## config.mk

```make
export PLATFORM = sky130hd
export DESIGN_NAME = pin_glitch_edge
export DESIGN_NICKNAME = d
export VERILOG_FILES = /design/src/rtl/pgf_pkg.sv /design/src/rtl/pgf_sampler.sv /design/src/rtl/pgf_edge.sv /design/src/rtl/pin_glitch_edge.sv
export SDC_FILE = /design/constraint.sdc
export NUM_CORES = 1
export LEC_CHECK = 0
export ABC_AREA = 1
export BUFFER_PORTS_ARGS = -buffer_cell sky130_fd_sc_hd__clkbuf_2
export CAP_MARGIN = 0
export CORE_MARGIN = 3
export CORE_UTILIZATION = 40
export CTS_CLUSTER_SIZE = 16
export DETAILED_ROUTE_END_ITERATION = 7
export SETUP_SLACK_MARGIN = 0.4
export SYNTH_ARGS = -nofsm -noshare
export SYNTH_HDL_FRONTEND = slang
export SYNTH_SLANG_ARGS = --single-unit
```

## constraint.sdc

```tcl
create_clock -name clk -period 0.85 [get_ports clk]
set_input_delay 0.085 -clock clk [delete_from_list [all_inputs] [get_ports clk]]
set_output_delay 0.085 -clock clk [all_outputs]
set_load 0.005 [all_outputs]
```

## src/rtl/pgf_pkg.sv

```systemverilog
package pgf_pkg;

   // Widest sample history any instance may ask for.
   localparam int unsigned PGF_MAX_MATCH = 8;

   // True when the low `len` bits of `win` all carry the same value.
   function automatic logic uniform_run(input logic [PGF_MAX_MATCH-1:0] win,
                                        input int unsigned len);
      logic same;
      same = 1'b1;
      for (int unsigned i = 1; i < PGF_MAX_MATCH; i++) begin
         if (i < len && win[i] != win[0]) same = 1'b0;
      end
      return same;
   endfunction

endpackage

```

## src/rtl/pgf_sampler.sv

```systemverilog
module pgf_sampler
   import pgf_pkg::*;
#(
   parameter int unsigned MATCH_LEN = 3
) (
   input  logic clk,
   input  logic rst_n,
   input  logic sample_en,
   input  logic raw_in,
   input  logic bypass,
   output logic level_o
);

   logic [MATCH_LEN-1:0]     hist_q;
   logic [MATCH_LEN-1:0]     hist_nx;
   logic [PGF_MAX_MATCH-1:0] win;
   logic                     level_q;
   logic                     settle;

   assign hist_nx = {hist_q[MATCH_LEN-2:0], raw_in};

   always_comb begin
      win                = '0;
      win[MATCH_LEN-1:0] = hist_nx;
      settle             = uniform_run(win, MATCH_LEN) && (hist_nx[0] != level_q);
   end

   always_ff @(posedge clk or negedge rst_n) begin
      if (!rst_n) begin
         hist_q  <= '0;
         level_q <= 1'b0;
      end else if (bypass) begin
         hist_q  <= {MATCH_LEN{raw_in}};
         level_q <= raw_in;
      end else if (sample_en) begin
         hist_q <= hist_nx;
         if (settle) level_q <= hist_nx[0];
      end
   end

   assign level_o = level_q;

   // a filtered change needs a strobe and carries the sampled raw value
   a_r2_change_on_strobe: assert property (@(posedge clk) disable iff (!rst_n)
      (!$past(bypass) && level_q != $past(level_q)) |-> ($past(sample_en) && $past(raw_in) == level_q));

   // no strobe, no movement
   a_r3_hold_between_strobes: assert property (@(posedge clk) disable iff (!rst_n)
      (!$past(sample_en) && !$past(bypass)) |-> (level_q == $past(level_q) && hist_q == $past(hist_q)));

   // plain-input channel follows the pin one edge later
   a_r8_bypass_follows: assert property (@(posedge clk) disable iff (!rst_n)
      $past(bypass) |-> (level_q == $past(raw_in)));

endmodule

```

## src/rtl/pgf_edge.sv

```systemverilog
module pgf_edge #(
   parameter bit IRQ_REGISTERED = 1'b1
) (
   input  logic clk,
   input  logic rst_n,
   input  logic level_i,
   input  logic rise_en,
   input  logic fall_en,
   output logic irq_o
);

   logic level_d;
   logic hit;

   always_ff @(posedge clk or negedge rst_n) begin
      if (!rst_n) level_d <= 1'b0;
      else        level_d <= level_i;
   end

   assign hit = (level_i & ~level_d & rise_en) | (~level_i & level_d & fall_en);

   generate
      if (IRQ_REGISTERED) begin : g_reg
         logic irq_q;
         always_ff @(posedge clk or negedge rst_n) begin
            if (!rst_n) irq_q <= 1'b0;
            else        irq_q <= hit;
         end
         assign irq_o = irq_q;

         // no enables, no request
         a_r7_disabled_silent: assert property (@(posedge clk) disable iff (!rst_n)
            (!$past(rise_en) && !$past(fall_en)) |-> !irq_q);

         // a request after an upward move needs the rising enable
         a_r5_rise_needs_enable: assert property (@(posedge clk) disable iff (!rst_n)
            (irq_q && level_d) |-> $past(rise_en));

         // a request after a downward move needs the falling enable
         a_r6_fall_needs_enable: assert property (@(posedge clk) disable iff (!rst_n)
            (irq_q && !level_d) |-> $past(fall_en));
      end else begin : g_comb
         assign irq_o = hit;
      end
   endgenerate

endmodule

```

## src/rtl/pin_glitch_edge.sv

```systemverilog
module pin_glitch_edge
   import pgf_pkg::*;
#(
   parameter int unsigned NCH            = 8,
   parameter int unsigned MATCH_LEN      = 3,
   parameter bit          IRQ_REGISTERED = 1'b1
) (
   input  logic           clk,
   input  logic           rst_n,
   input  logic           sample_en,
   input  logic [NCH-1:0] raw_i,
   input  logic [NCH-1:0] bypass_i,
   input  logic [NCH-1:0] rise_en_i,
   input  logic [NCH-1:0] fall_en_i,
   output logic [NCH-1:0] level_o,
   output logic [NCH-1:0] irq_o
);

   generate
      if (NCH < 1) begin : g_bad_nch
         $error("pin_glitch_edge: NCH must be at least 1");
      end
      if (MATCH_LEN < 2 || MATCH_LEN > PGF_MAX_MATCH) begin : g_bad_match
         $error("pin_glitch_edge: MATCH_LEN out of range");
      end
   endgenerate

   logic [NCH-1:0] lvl;

   generate
      for (genvar c = 0; c < NCH; c++) begin : g_ch
         pgf_sampler #(.MATCH_LEN(MATCH_LEN)) u_smp (
            .clk      (clk),
            .rst_n    (rst_n),
            .sample_en(sample_en),
            .raw_in   (raw_i[c]),
            .bypass   (bypass_i[c]),
            .level_o  (lvl[c])
         );
         pgf_edge #(.IRQ_REGISTERED(IRQ_REGISTERED)) u_edge (
            .clk    (clk),
            .rst_n  (rst_n),
            .level_i(lvl[c]),
            .rise_en(rise_en_i[c]),
            .fall_en(fall_en_i[c]),
            .irq_o  (irq_o[c])
         );
      end
   endgenerate

   assign level_o = lvl;

endmodule

```

# == Word-level counts from Yosys, hierarchy flattened ==
# Cells that the tools add are included.
# totals
reg_bits,40
input_bits,35
out_inout_bits,16
# op_classes
eq_ne,24
mux,56
bitwise_logic,56
reduce_logical,32
# op_table
operator,count
$mux W1,40
$and A1 B1 Y1,32
$mux W2,16
$reduce_bool A2 Y1,16
$ne A1 B1 Y1,24
$not A1 Y1,16
$reduce_and A2 Y1,8
$logic_and A1 B1 Y1,8
$or A1 B1 Y1,8

# == Longest topological paths before layout ==
# depth
depth_word,7
depth_mapped,5
ltp_nobuf,4

# == Cells and area by module ==
# Synthesis repeated with hierarchy kept, for this count alone.
# unflattened
cells_unflattened,224
area_unflattened_um2,1801.7
# modules_own_cells
mod,n_inst,cells_per_inst,area_per_inst_um2,seq_area_each_um2
pgf_sampler,8,21,153.9,75.1
pgf_edge,8,7,71.3,50.0

# == Worst setup path after synthesis ==
# Ideal clock, no wire load.
# synth_timing
path_type,reg-to-reg
start,register g_ch[0].u_smp.hist_q[0]
end,register g_ch[0].u_smp.level_q
setup_ns,0.117
arrival_time_ns,0.623
required_ns,0.733
setup_slack_ns,0.109
stages_incl_launch_ff,5
period_less_slack_ns,0.741
cell_sequence,dfrtp_1 > nor2_1 > nand2_1 > nand2_1 > a21oi_2
# synth_via
elab_chain_cells,6
# synth_lines
item,line_no,text
from (decl),pgf_sampler.sv:14,logic [MATCH_LEN-1:0] hist_q;
from (signal assigned),pgf_sampler.sv:33,hist_q <= {MATCH_LEN{raw_in}};
from (signal assigned),pgf_sampler.sv:36,hist_q <= hist_nx;
$ne A1 B1 Y1,pgf_pkg.sv:12,if (i < len && win[i] != win[0]) same = 1'b0;
$mux W1 (2 in a row),pgf_pkg.sv:12,
$logic_and A1 B1 Y1,pgf_sampler.sv:25,"settle = uniform_run(win, MATCH_LEN) && (hist_nx[0] != level_q);"
$reduce_bool A2 Y1 (no line),-,
$reduce_and A2 Y1 (no line),-,
to (signal assigned),pgf_sampler.sv:34,level_q <= raw_in;
to (signal assigned),pgf_sampler.sv:37,if (settle) level_q <= hist_nx[0];
to (decl),pgf_sampler.sv:17,logic level_q;
# No other way between the ends.
# A chain may end at the register's enable or synchronous reset.

# == Worst setup path after layout ==
# layout_timing
start,register g_ch[5].u_smp.level_q
end,output port level_o[5]
# layout_lines
item,line_no,text
from (decl),pgf_sampler.sv:17,
from (signal assigned),pgf_sampler.sv:34,
from (signal assigned),pgf_sampler.sv:37,
to (decl),pin_glitch_edge.sv:15,"output logic [NCH-1:0] level_o,"
# No word-level cell between the ends.

==> out/summary.txt <==
Status: finished with violations
Number of max-cap violations: 0
CP Launch Type: flip-flop
Synth top area cells: dfrtp_1 52%, nand2_1 11%, inv_1 7.8%
Buffer depth of the longest clock path: 2
Core Area: 4500 um2
Global Route met1 Usage: 17.2%
Largest family of logic cells by synthesized area: simple AND/OR/NAND/NOR gates
Clock Tree Root: clkbuf_8
Final Setup Violations: 11
Top-count cell post-synth: nand2_1
H-tree depth: 2
Sw power: 1.19 mW
Remaining global-route overflow: 0
Drt first pass iters: 4
Die area: 5710 um2
Slack of the critical path: -0.0701 ns
Post-Synth Adder-Cell Area: 0%
GR Layer Usage met2: 21.1%
Simple-gate share of the synthesized area: 20.0%
Synth area leader: dfrtp_1
Placed Cells incl. Taps: 322
Placed cell area: 2150 um2
Vias: 1558
Slowest cell on crit path: dfrtp_1
Final Max Slew Viols: 0
Total CTS buffers: 5
Main flop type after synthesis: dfrtp_1
RSZ-0062 raised after global routing: yes
CTS tree: done
Die width: 75.5 um
Drc violations: 0
Most used routing layer: met2
VDD IR max: 0.000883 V
All-Layer GR Usage: 13.3%
Vias per Instance: 4.60
EDFF count, synth: 0
Design Area, Final: 2390 um2
Ys async rst share: 100%
Worst EP required: 0.76 ns
CP cell instances: clkbuf_2
Violated checks: hold timing, setup timing
Met3 usage: 3.03%
Seq cells post-synth: 40
Mux contribution to synthesized area: 0%
Crit path DAT: 0.84 ns
Nets@finish: 322
Clock group share of total power: 27.4%
Syn Area/Cell: 8.20 um2
Crit path largest cell delay: 0.42 ns
CP Buf/Inv Count: 1
Power per cell area: 1800 nW/um2
Hold_ws: -0.236 ns
Logic pwr share: 19.7%
Leak Pwr: 1.27 nW
Die height: 75.5 um
Sequential cell area fraction in the yosys report: 51.7%
Crit Path Category: reg -> out
Initial Util: 42.9%
N_diodes: 0
Mapped Area: 1930 um2
Number of synthesis warnings: 0
Post-synth cell types: 14
Pwr Total: 4.29 mW
Fillcell total: 432
Cell family with most CP delay: flip-flops
Largest net degree at the start of global routing: 41
Iteration-0 DRC Markers: 76
Final GP Congestion: 0.714
Max Freq: 1090 MHz
Synth top area share: 51.7%
Post-Layout Cell Count: 339
Share of cells above drive strength 1: 33.1%
Clk slew on worst S/H paths: 0.07 ns
Tightest Pin Transition: 0.217 ns
Period minus WS final: 0.920 ns
# rows: 24
Clk sinks: 40
Synth top cells by count: 55 x nand2_1, 40 x dfrtp_1, 40 x inv_1
Antenna violations before repair: 0
Area Growth Syn to Fin: 23.6%
Fin. Hold Viols: 40
Global-route wire length before repair: 5820 um
Sequential share of power: 52.9%
Worst Skew: 0.00220 ns
Final WL: 3430 um
Final Cycle Share: 108%
Sw frac: 27.7%
Net Count, Synth: 271
Xor-xnor portion of the synthesized cell area: 0%
Pint: 3.11 mW
CP Capture Type: output pin
Compound-Gate Fraction of Synth Area: 12.5%
Detailed placement HPWL: 2430 um
Skew-Pair Late Insertion Delay: 0.28 ns
Vias in the first global route: 1397
IO Pins: 51
Slew Limit Headroom: 85.5%
WL/cell: 10.1 um
Worst reg-to-reg path cell count: 5
Detail Route Antenna Nets: 0
Cells after synthesis: 236
# port buffers: 50
Critical path depth in cells: 1
Hold WC Path Type: in -> async
Crit path max fanout: 4
==> cells in the final DEF, fill, tap and decap left out <==
master,instances
a21oi_1,9
a21oi_2,15
buf_12,2
buf_4,2
buf_6,9
clkbuf_1,1
clkbuf_2,50
clkbuf_8,5
clkinv_2,1
dfrtp_1,40
inv_1,37
inv_2,4
nand2_1,55
nand3_1,17
nor2_1,19
nor2_2,3
nor2_4,2
nor3_2,1
o211ai_1,7
o21ai_1,7
o21ai_2,1
==> cell families after synthesis <==
family | after synthesis
compound gates | 39
simple gates | 97
flops | 40
buf+inv | 60
==> power groups by stage <==
stage,Sequential (mW),Combinational (mW),Clock [mW]
final,2.27,0.847,1.17
after floorplan,2.28,0.566,0
after CTS,2.27,0.810,1.22
after global placement,2.30,0.689,0
after global routing,2.30,0.971,1.29
after detailed placement,2.30,0.690,0
==> worst paths after layout <==
kind / slack (ns) / end / from
setup reg to reg: -0.01 / g_ch[5].u_smp.level_o$_DFFE_PN0P_ / g_ch[5].u_smp.level_o$_DFFE_PN0P_
setup / recovery: -0.07 / level_o[5] / g_ch[5].u_smp.level_o$_DFFE_PN0P_
hold reg to reg: 0.44 / g_ch[2].u_edge.irq_o$_DFF_PN0_ / g_ch[2].u_edge.level_d$_DFF_PN0_
hold / removal: -0.24 / g_ch[1].u_edge.irq_o$_DFF_PN0_ / rst_n
min in group clk: 0.01 / g_ch[5].u_edge.irq_o$_DFF_PN0_ / fall_en_i[5]
max in group asynchronous: 0.90 / g_ch[3].u_edge.irq_o$_DFF_PN0_ / rst_n
==> state kept, by name (all words and copies together) (netlist names) <==
register	cells
g_ch.u_edge.irq_o	8
g_ch.u_edge.level_d	8
g_ch.u_smp.hist_q	16
g_ch.u_smp.level_o	8
==> area by class of cell <==
type	count	area, um2	share of cell area, %
Timing Repair Buffer	63	407	17.0
Tap cell	52	65.1	2.72
Clock inverter	1	5.00	0.209
Clock buffer	6	72.6	3.04
Sequential cell	40	1000	41.9
Multi-Input combinational cell	136	687	28.7
Inverter	41	154	6.44
==> what timing repair did <==
item | 4_1_cts | 5_1_grt
pin swaps | 6 | 4
endpoints found under the hold margin | 40 | 40
resized for setup | 14 | 14
setup buffers | 8 | 2
endpoints found under the setup margin | 56 | 56
gates cloned | 0 | 0
==> through the flow <==
stage               utilization (%)  setup TNS, ns  worst slack [ns]  hold slack, ns
finish                         53.1         -0.500           -0.0701          -0.236
global route                   53.1          -1.32            -0.108          -0.225
CTS                            51.8         -0.642           -0.0751          -0.232
detailed placement             47.7              0            0.0540          0.0795
global placement               47.7              0            0.0565          0.0800
floorplan                         -              0             0.122          -0.211
==> routing by layer <==
layer / vias up / share of wire (%)
li1: 820 / -
met1: 696 / 46
met2: 37 / 47
met5: - / 0
met4: 0 / 1.3
met3: 5 / 6.4
(Power assumes the default switching activity.)
